### config.mk
export PLATFORM = sky130hd
export DESIGN_NAME = irq_flag_bank
export DESIGN_NICKNAME = d
export VERILOG_FILES = /design/src/rtl/irq_flag_pkg.sv /design/src/rtl/irqf_decode.sv /design/src/rtl/irqf_flag_cell.sv /design/src/rtl/irqf_enable_reg.sv /design/src/rtl/irqf_read_mux.sv /design/src/rtl/irq_flag_bank.sv
export SDC_FILE = /design/constraint.sdc
export NUM_CORES = 1
export LEC_CHECK = 0
export BUFFER_PORTS_ARGS = -buffer_cell sky130_fd_sc_hd__buf_2
export CAP_MARGIN = 20
export CORE_AREA = 2 2 39 41
export CTS_CLUSTER_DIAMETER = 30
export DETAILED_ROUTE_END_ITERATION = 6
export DIE_AREA = 0 0 41 43
export PLACE_DENSITY_LB_ADDON = 0.2
export SYNTH_ARGS = -nofsm -noshare
export SYNTH_HDL_FRONTEND = slang
export SYNTH_HIERARCHICAL = 1
export SYNTH_SLANG_ARGS = --single-unit
### constraint.sdc
create_clock -name clk -period 1.15 [get_ports clk]
set_input_delay 0.115 -clock clk [delete_from_list [all_inputs] [get_ports clk]]
set_output_delay 0.115 -clock clk [all_outputs]
set_load 0.005 [all_outputs]
### src/rtl/irq_flag_pkg.sv
package irq_flag_pkg;

  parameter int unsigned IRQF_NUM_SRC = 3;
  parameter int unsigned IRQF_DATA_W  = 8;
  parameter int unsigned IRQF_ADDR_W  = 2;

  // Sticky flag update: a set event has priority over any clear.
  function automatic logic flag_next(input logic cur, input logic set_i,
                                     input logic clr_i);
    if (set_i)      return 1'b1;
    else if (clr_i) return 1'b0;
    else            return cur;
  endfunction

  // Request gating for one source.
  function automatic logic req_gate(input logic glb, input logic en,
                                    input logic flg);
    return glb & en & flg;
  endfunction

endpackage

### src/rtl/irqf_decode.sv
module irqf_decode #(
  parameter int unsigned ADDR_W    = 2,
  parameter int unsigned FLAG_ADDR = 0,
  parameter int unsigned EN_ADDR   = 1
) (
  input  logic [ADDR_W-1:0] addr,
  input  logic              wr,
  output logic              flag_sel,
  output logic              en_sel,
  output logic              flag_wr,
  output logic              en_wr
);
  always_comb begin
    flag_sel = (addr == ADDR_W'(FLAG_ADDR));
    en_sel   = (addr == ADDR_W'(EN_ADDR));
    flag_wr  = wr & flag_sel;
    en_wr    = wr & en_sel;
  end
endmodule

### src/rtl/irqf_flag_cell.sv
module irqf_flag_cell
  import irq_flag_pkg::*;
(
  input  logic clk,
  input  logic rst,
  input  logic set_evt,
  input  logic clr_sw,
  input  logic clr_ack,
  output logic q
);
  logic clr_any;
  assign clr_any = clr_sw | clr_ack;

  always_ff @(posedge clk) begin
    if (rst) q <= 1'b0;
    else     q <= flag_next(q, set_evt, clr_any);
  end
endmodule

### src/rtl/irqf_enable_reg.sv
module irqf_enable_reg #(
  parameter int unsigned NUM_SRC = 3
) (
  input  logic               clk,
  input  logic               rst,
  input  logic               we,
  input  logic [NUM_SRC-1:0] wdata,
  output logic [NUM_SRC-1:0] en
);
  always_ff @(posedge clk) begin
    if (rst)     en <= '0;
    else if (we) en <= wdata;
  end
endmodule

### src/rtl/irqf_read_mux.sv
module irqf_read_mux #(
  parameter int unsigned NUM_SRC = 3,
  parameter int unsigned DATA_W  = 8
) (
  input  logic               flag_sel,
  input  logic               en_sel,
  input  logic [NUM_SRC-1:0] flags,
  input  logic [NUM_SRC-1:0] en,
  output logic [DATA_W-1:0]  rdata
);
  always_comb begin
    rdata = '0;
    if (flag_sel)    rdata[NUM_SRC-1:0] = flags;
    else if (en_sel) rdata[NUM_SRC-1:0] = en;
  end
endmodule

### src/rtl/irq_flag_bank.sv
module irq_flag_bank
  import irq_flag_pkg::*;
#(
  parameter int unsigned NUM_SRC   = IRQF_NUM_SRC,
  parameter int unsigned DATA_W    = IRQF_DATA_W,
  parameter int unsigned ADDR_W    = IRQF_ADDR_W,
  parameter int unsigned FLAG_ADDR = 0,
  parameter int unsigned EN_ADDR   = 1
) (
  input  logic               clk,
  input  logic               rst,
  input  logic [ADDR_W-1:0]  bus_addr,
  input  logic               bus_wr,
  input  logic [DATA_W-1:0]  bus_wdata,
  output logic [DATA_W-1:0]  bus_rdata,
  input  logic [NUM_SRC-1:0] evt_pulse,
  input  logic [NUM_SRC-1:0] irq_ack,
  input  logic               glb_ie,
  output logic [NUM_SRC-1:0] irq_req
);
  localparam int unsigned SPARE_W = DATA_W - NUM_SRC;

  // Named internal events, visible to the bound checker.
  logic               flag_sel, en_sel, flag_wr, en_wr;
  logic [NUM_SRC-1:0] sw_clr;
  logic [NUM_SRC-1:0] flag_q;
  logic [NUM_SRC-1:0] en_q;

  irqf_decode #(
    .ADDR_W(ADDR_W), .FLAG_ADDR(FLAG_ADDR), .EN_ADDR(EN_ADDR)
  ) u_dec (
    .addr(bus_addr), .wr(bus_wr),
    .flag_sel(flag_sel), .en_sel(en_sel),
    .flag_wr(flag_wr), .en_wr(en_wr)
  );

  assign sw_clr = {NUM_SRC{flag_wr}} & bus_wdata[NUM_SRC-1:0];

  for (genvar i = 0; i < NUM_SRC; i++) begin : g_src
    irqf_flag_cell u_cell (
      .clk(clk), .rst(rst),
      .set_evt(evt_pulse[i]), .clr_sw(sw_clr[i]), .clr_ack(irq_ack[i]),
      .q(flag_q[i])
    );
    assign irq_req[i] = req_gate(glb_ie, en_q[i], flag_q[i]);
  end

  irqf_enable_reg #(.NUM_SRC(NUM_SRC)) u_en (
    .clk(clk), .rst(rst), .we(en_wr),
    .wdata(bus_wdata[NUM_SRC-1:0]), .en(en_q)
  );

  irqf_read_mux #(.NUM_SRC(NUM_SRC), .DATA_W(DATA_W)) u_rd (
    .flag_sel(flag_sel), .en_sel(en_sel),
    .flags(flag_q), .en(en_q), .rdata(bus_rdata)
  );

  if (SPARE_W > 0) begin : g_spare
    logic unused_wdata_hi;
    assign unused_wdata_hi = ^bus_wdata[DATA_W-1:NUM_SRC];
  end
endmodule

-- Yosys cells after proc, flatten, opt, wreduce, memory -nomap -nowiden
Cells that the tools add are included.
- register bits: 6
- input bits: 20
- equal/unequal tests: 1
- muxes and demuxes: 8
- bitwise logic cells: 12
- reductions and logical operators: 4
- operator list (cell ; number):
    $and A1 B1 Y1 ; 8
    $mux W1 ; 6
    $mux W3 ; 2
    $reduce_bool A2 Y1 ; 3
    $and A3 B3 Y3 ; 1
    $or A1 B1 Y1 ; 3
    $eq A2 B1 Y1 const B ; 1
    $logic_not A2 Y1 ; 1

-- Longest topological paths before layout
- depth in word-level cells: 6
- depth in mapped cells: 4
- depth with buffers taken out: 4

-- Modules after synthesis
Netlist, hierarchy kept.
- by module, submodules not included (module ; times used ; cells an instance ; area each (µm²)):
    irqf_flag_cell ; 3 ; 4 ; 37.5
    irqf_enable_reg ; 1 ; 9 ; 101.3
    irqf_read_mux ; 1 ; 15 ; 78.8
    irq_flag_bank ; 1 ; 6 ; 37.5
    irqf_decode ; 1 ; 4 ; 30.0

-- Least setup slack after synthesis
Ideal clock, no wire load.
- path type: in2reg
- start: in bus_wr
- end: reg g_src[1].u_cell.q
- library setup time: 0.070 ns
- arrival time: 0.837 ns
- setup slack: 0.244 ns
- stages on the path: 4
- path through: nor3b_1 > and2_1 > or3b_1 > a21oi_1
- word-level cells in the longest chain between the ends: 4
- RTL lines (element ; RTL line ; RTL):
    from (decl) ; irq_flag_bank.sv:13 ; input logic bus_wr,
    $and A1 B1 Y1 ; irqf_decode.sv:16 ; flag_wr = wr & flag_sel;
    $and A3 B3 Y3 ; irq_flag_bank.sv:37 ; assign sw_clr = {NUM_SRC{flag_wr}} & bus_wdata[NUM_SRC-1:0];
    via sw_clr[1] ; irq_flag_bank.sv:25 ; logic [NUM_SRC-1:0] sw_clr;
    $or A1 B1 Y1 ; irqf_flag_cell.sv:12 ; assign clr_any = clr_sw | clr_ack;
    $reduce_bool A2 Y1 (no line) ; -- ;
    to (signal assigned) ; irqf_flag_cell.sv:16 ; else q <= flag_next(q, set_evt, clr_any);
    to (decl) ; irqf_flag_cell.sv:9 ; output logic q
The timed path passes the listed nets, and every way through them passes these cells.
A chain may end at the register's enable or synchronous reset.

-- Worst setup path in the final report
- start: reg u_en.en[2]
- end: out bus_rdata[2]
- word-level cells in the longest chain between the ends: 2
- RTL lines (element ; RTL line ; RTL):
    from (decl) ; irqf_enable_reg.sv:8 ; output logic [NUM_SRC-1:0] en
    from (signal assigned) ; irqf_enable_reg.sv:12 ; else if (we) en <= wdata;
    $mux W3 ; irqf_read_mux.sv:14 ; else if (en_sel) rdata[NUM_SRC-1:0] = en;
    $mux W3 ; irqf_read_mux.sv:13 ; if (flag_sel) rdata[NUM_SRC-1:0] = flags;
    to (decl) ; irq_flag_bank.sv:15 ; output logic [DATA_W-1:0] bus_rdata,
No other way between the ends.

==> tab_implementation.tex <==
\begin{tabular}{lr}
\hline
Metric & Value \\
\hline
\multicolumn{2}{l}{\textbf{Logic synthesis}} \\
Flip-flop and latch count after synthesis & 6 \\
Synthesized area per cell & 7.83 µm² \\
Yosys top cell area share & 0.333 \\
Cell types occupying the most area after synthesis & sky130\_fd\_sc\_hd\_\_dfxtp\_1 33\%, sky130\_fd\_sc\_hd\_\_buf\_4 10\%, sky130\_fd\_sc\_hd\_\_mux2i\_1 8.3\% \\
Biggest area consumer among synthesized cells & sky130\_fd\_sc\_hd\_\_dfxtp\_1 \\
Area of the mapped netlist & 360 µm² \\
Unique masters post-synth & 15 \\
Post-Syn Instances & 46 \\
Yosys synthesis warning count & 6 \\
Post-synthesis sequential area ratio & 0.333 \\
\multicolumn{2}{l}{\textbf{Clock tree}} \\
Clk slew on worst S/H paths & 0.05 ns \\
Number of hold-repair buffers added at the cts stage & 0 \\
Worst-skew pair later-pin latency & 0.24 ns \\
Number of buffers added by the clock tree synthesis step & 3 \\
CTS-repair resized insts & 0 \\
Clk buf depth & 2 \\
CTS tree & built \\
Total setup buffers inserted after CTS & 0 \\
Root buffer selected by CTS & sky130\_fd\_sc\_hd\_\_clkbuf\_4 \\
Number of sinks driven by the clock tree & 6 \\
Htree depth & 1 \\
\multicolumn{2}{l}{\textbf{STA}} \\
Time the final worst path needs with I/O delays and setup & 1.01 ns \\
Maximum clock skew at final layout & 0 ns \\
RSZ-0062 raised after global routing & false \\
Fin. Hold Viols & 0 \\
Final-layout setup total negative slack & 0 ns \\
FMAX & 992 MHz \\
Endpoints failing setup & 0 \\
Final Max Slew Viols & 0 \\
Share of the clock period used by the worst path after layout & 0.876 \\
\multicolumn{2}{l}{\textbf{Route}} \\
Detailed-route DRC error count & 0 \\
Detailed Routing Iterations Pass 1 & 3 \\
Total detailed-routing wirelength & 799 µm \\
Routed vias/inst & 4.32 \\
Number of design-rule violations left by the first detailed-router iteration & 7 \\
Number of vias in the routed layout & 363 \\
Routed length per placed instance & 9.51 µm \\
Antenna Violating Nets Remaining & 0 \\
\multicolumn{2}{l}{\textbf{Critical path}} \\
Biggest fanout along the worst timing path & 3 \\
Data required time at the worst endpoint & 1.03 ns \\
Worst setup path class & reg -> out \\
Startpoint Class & flop \\
Critical path data arrival time & 0.89 ns \\
CP Launch Point & u\_en/en[2] \\
Source of the worst register-to-register timing path & g\_src[2].u\_cell/q \\
Kind of capture point of the worst setup path & primary output \\
Number of cells on the worst reg-to-reg path & 2 \\
\multicolumn{2}{l}{\textbf{Power}} \\
Sequential cell fraction of total power & 0.458 \\
Maximum ir drop on the vdd rail & 583 µV \\
Cell Pwr Density & 1030 nW/µm² \\
Total net switching power & 0.118 mW \\
Cell internal power dissipation & 0.375 mW \\
LEAKAGE & 0.258 nW \\
Switching share of power & 0.239 \\
Part of the power in combinational logic & 0.147 \\
Clock network fraction of design power & 0.395 \\
\multicolumn{2}{l}{\textbf{Global route}} \\
Final global-route overflow total & 0 \\
Maximum number of pins on one net before global-route repair & 7 \\
Antenna violations before repair & 0 \\
Met3 Track Usage GR & 0.0314 \\
Global Route Usage Sum & 0.111 \\
Global-route wire length before repair & 1260 µm \\
Vias in the first global route & 322 \\
GR Util met1 & 0.144 \\
Met2 usage in global routing & 0.141 \\
Most congested layer reported by global routing & met1 \\
\multicolumn{2}{l}{\textbf{Final layout}} \\
Antenna diode instance count & 0 \\
Syn-to-layout area delta & 33.3\% \\
Fraction of final layout cells sized beyond drive strength 1 & 0.368 \\
Net count reported at finish & 90 \\
Number of non-filler instances in the completed layout & 84 \\
\multicolumn{2}{l}{\textbf{Placement}} \\
Routability Congestion & 0.631 \\
DP HPWL & 658 µm \\
Placed Instances & 81 \\
Number of port buffers & 20 \\
\multicolumn{2}{l}{\textbf{Floorplan}} \\
Placement row count & 14 \\
Area enclosed by the die boundary & 1760 µm² \\
Width of the die & 41 µm \\
Starting density of the core & 0.260 \\
Y dimension of the die & 43 µm \\
Floorplan Core Area & 1380 µm² \\
Number of placed I/O pins & 31 \\
\multicolumn{2}{l}{\textbf{Outcome}} \\
Result of the run & finished clean \\
\multicolumn{2}{l}{\textbf{Hold path}} \\
Hold depth & 3 \\
Hold Startpoint & evt\_pulse[1] \\
Hold Path Class & in -> reg \\
\multicolumn{2}{l}{\textbf{Flow run}} \\
Count of maximum capacitance violations & 0 \\
\hline
\end{tabular}
registers in the layout (all words and copies together), names as in the netlist:
register and cells:
g_src.u_cell/q 3, u_en/en 3
cells by family (layout without fill, tap and decap cells):
logic type	after synthesis	in the layout	synth area share
other cells	1	5	0.0104
flops	6	6	0.333
compound gates	6	6	0.0833
buf+inv	8	26	0.135
simple gates	22	22	0.354
mux	3	3	0.0833
per-layer routing:
layer | vias to the layer above | wire length, µm
met1 | 156 | 340
met5 | - | 0
met2 | 19 | 368
met3 | 2 | 76
li1 | 186 | -
met4 | 0 | 14
area by class of cell:
cell class	count	area, µm²
Clock buffer	3	22.5
Sequential cell	6	120
Multi-Input combinational cell	36	206
Tap cell	16	20.0
Fill cell	152	903
Timing Repair Buffer	20	100
Inverter	3	11.3
path summary, 6_finish.rpt:
check,endpoint,slack (ns)
hold reg to reg,u_en/en[1],0.51
setup reg to reg,g_src[2].u_cell/q,0.25
setup / recovery,bus_rdata[2],0.14
hold / removal,g_src[1].u_cell/q,0.10
critical path: stages (launching register included):
cell and delay (ns):
sky130_fd_sc_hd__dfxtp_1 0.34, sky130_fd_sc_hd__nand2_1 0.06, sky130_fd_sc_hd__o21ai_1 0.12, sky130_fd_sc_hd__buf_2 0.13
through the flow:
stage / worst slack, ns / cell area (µm²) / utilization / power [mW] / hold slack [ns]
finish: 0.142 / 480 / 0.347 / 0.493 / 0.104
global route: 0.0470 / 480 / 0.347 / 0.526 / 0.107
CTS: 0.134 / 480 / 0.347 / 0.505 / 0.0976
detailed placement: 0.0567 / 458 / 0.331 / 0.303 / 0.361
global placement: 0.0422 / 458 / 0.331 / 0.303 / 0.350
floorplan: 0.244 / 375 / - / 0.275 / 0.184
power groups by stage:
| stage | clock, mW | combinational (mW) | sequential, mW |
|---|---|---|---|
| after floorplan | 0 | 0.0471 | 0.228 |
| after global placement | 0 | 0.0725 | 0.230 |
| after detailed placement | 0 | 0.0729 | 0.230 |
| after CTS | 0.205 | 0.0734 | 0.226 |
| after global routing | 0.215 | 0.0832 | 0.227 |
| final | 0.195 | 0.0727 | 0.226 |
placed cells by master, fill, tap and decap left out, types with 3 or more instances in the layout:
master | netlist | routed
sky130_fd_sc_hd__buf_2 | 0 | 20
sky130_fd_sc_hd__dfxtp_1 | 6 | 6
sky130_fd_sc_hd__nand2_1 | 6 | 6
sky130_fd_sc_hd__conb_1 | 1 | 5
sky130_fd_sc_hd__nor2_1 | 4 | 4
sky130_fd_sc_hd__and2_1 | 3 | 3
sky130_fd_sc_hd__and3_1 | 3 | 3
sky130_fd_sc_hd__clkbuf_4 | 0 | 3
sky130_fd_sc_hd__inv_1 | 3 | 3
sky130_fd_sc_hd__or3b_1 | 3 | 3
sky130_fd_sc_hd__a21oi_1 | 3 | 3
sky130_fd_sc_hd__mux2i_1 | 3 | 3
sky130_fd_sc_hd__o21ai_1 | 3 | 3
synth_stat cells (all sizes together):
| library cell | number |
|---|---|
| a21oi | 3 |
| and3b | 1 |
| buf | 5 |
| dfxtp | 6 |
| o21ai | 3 |
| inv | 3 |
| and2 | 3 |
| nor3b | 1 |
| nand2 | 6 |
| mux2i | 3 |
| or3b | 3 |
| and3 | 3 |
| conb | 1 |
| and2b | 1 |
| nor2 | 4 |
No activity file was read; power rests on OpenSTA's default activity.
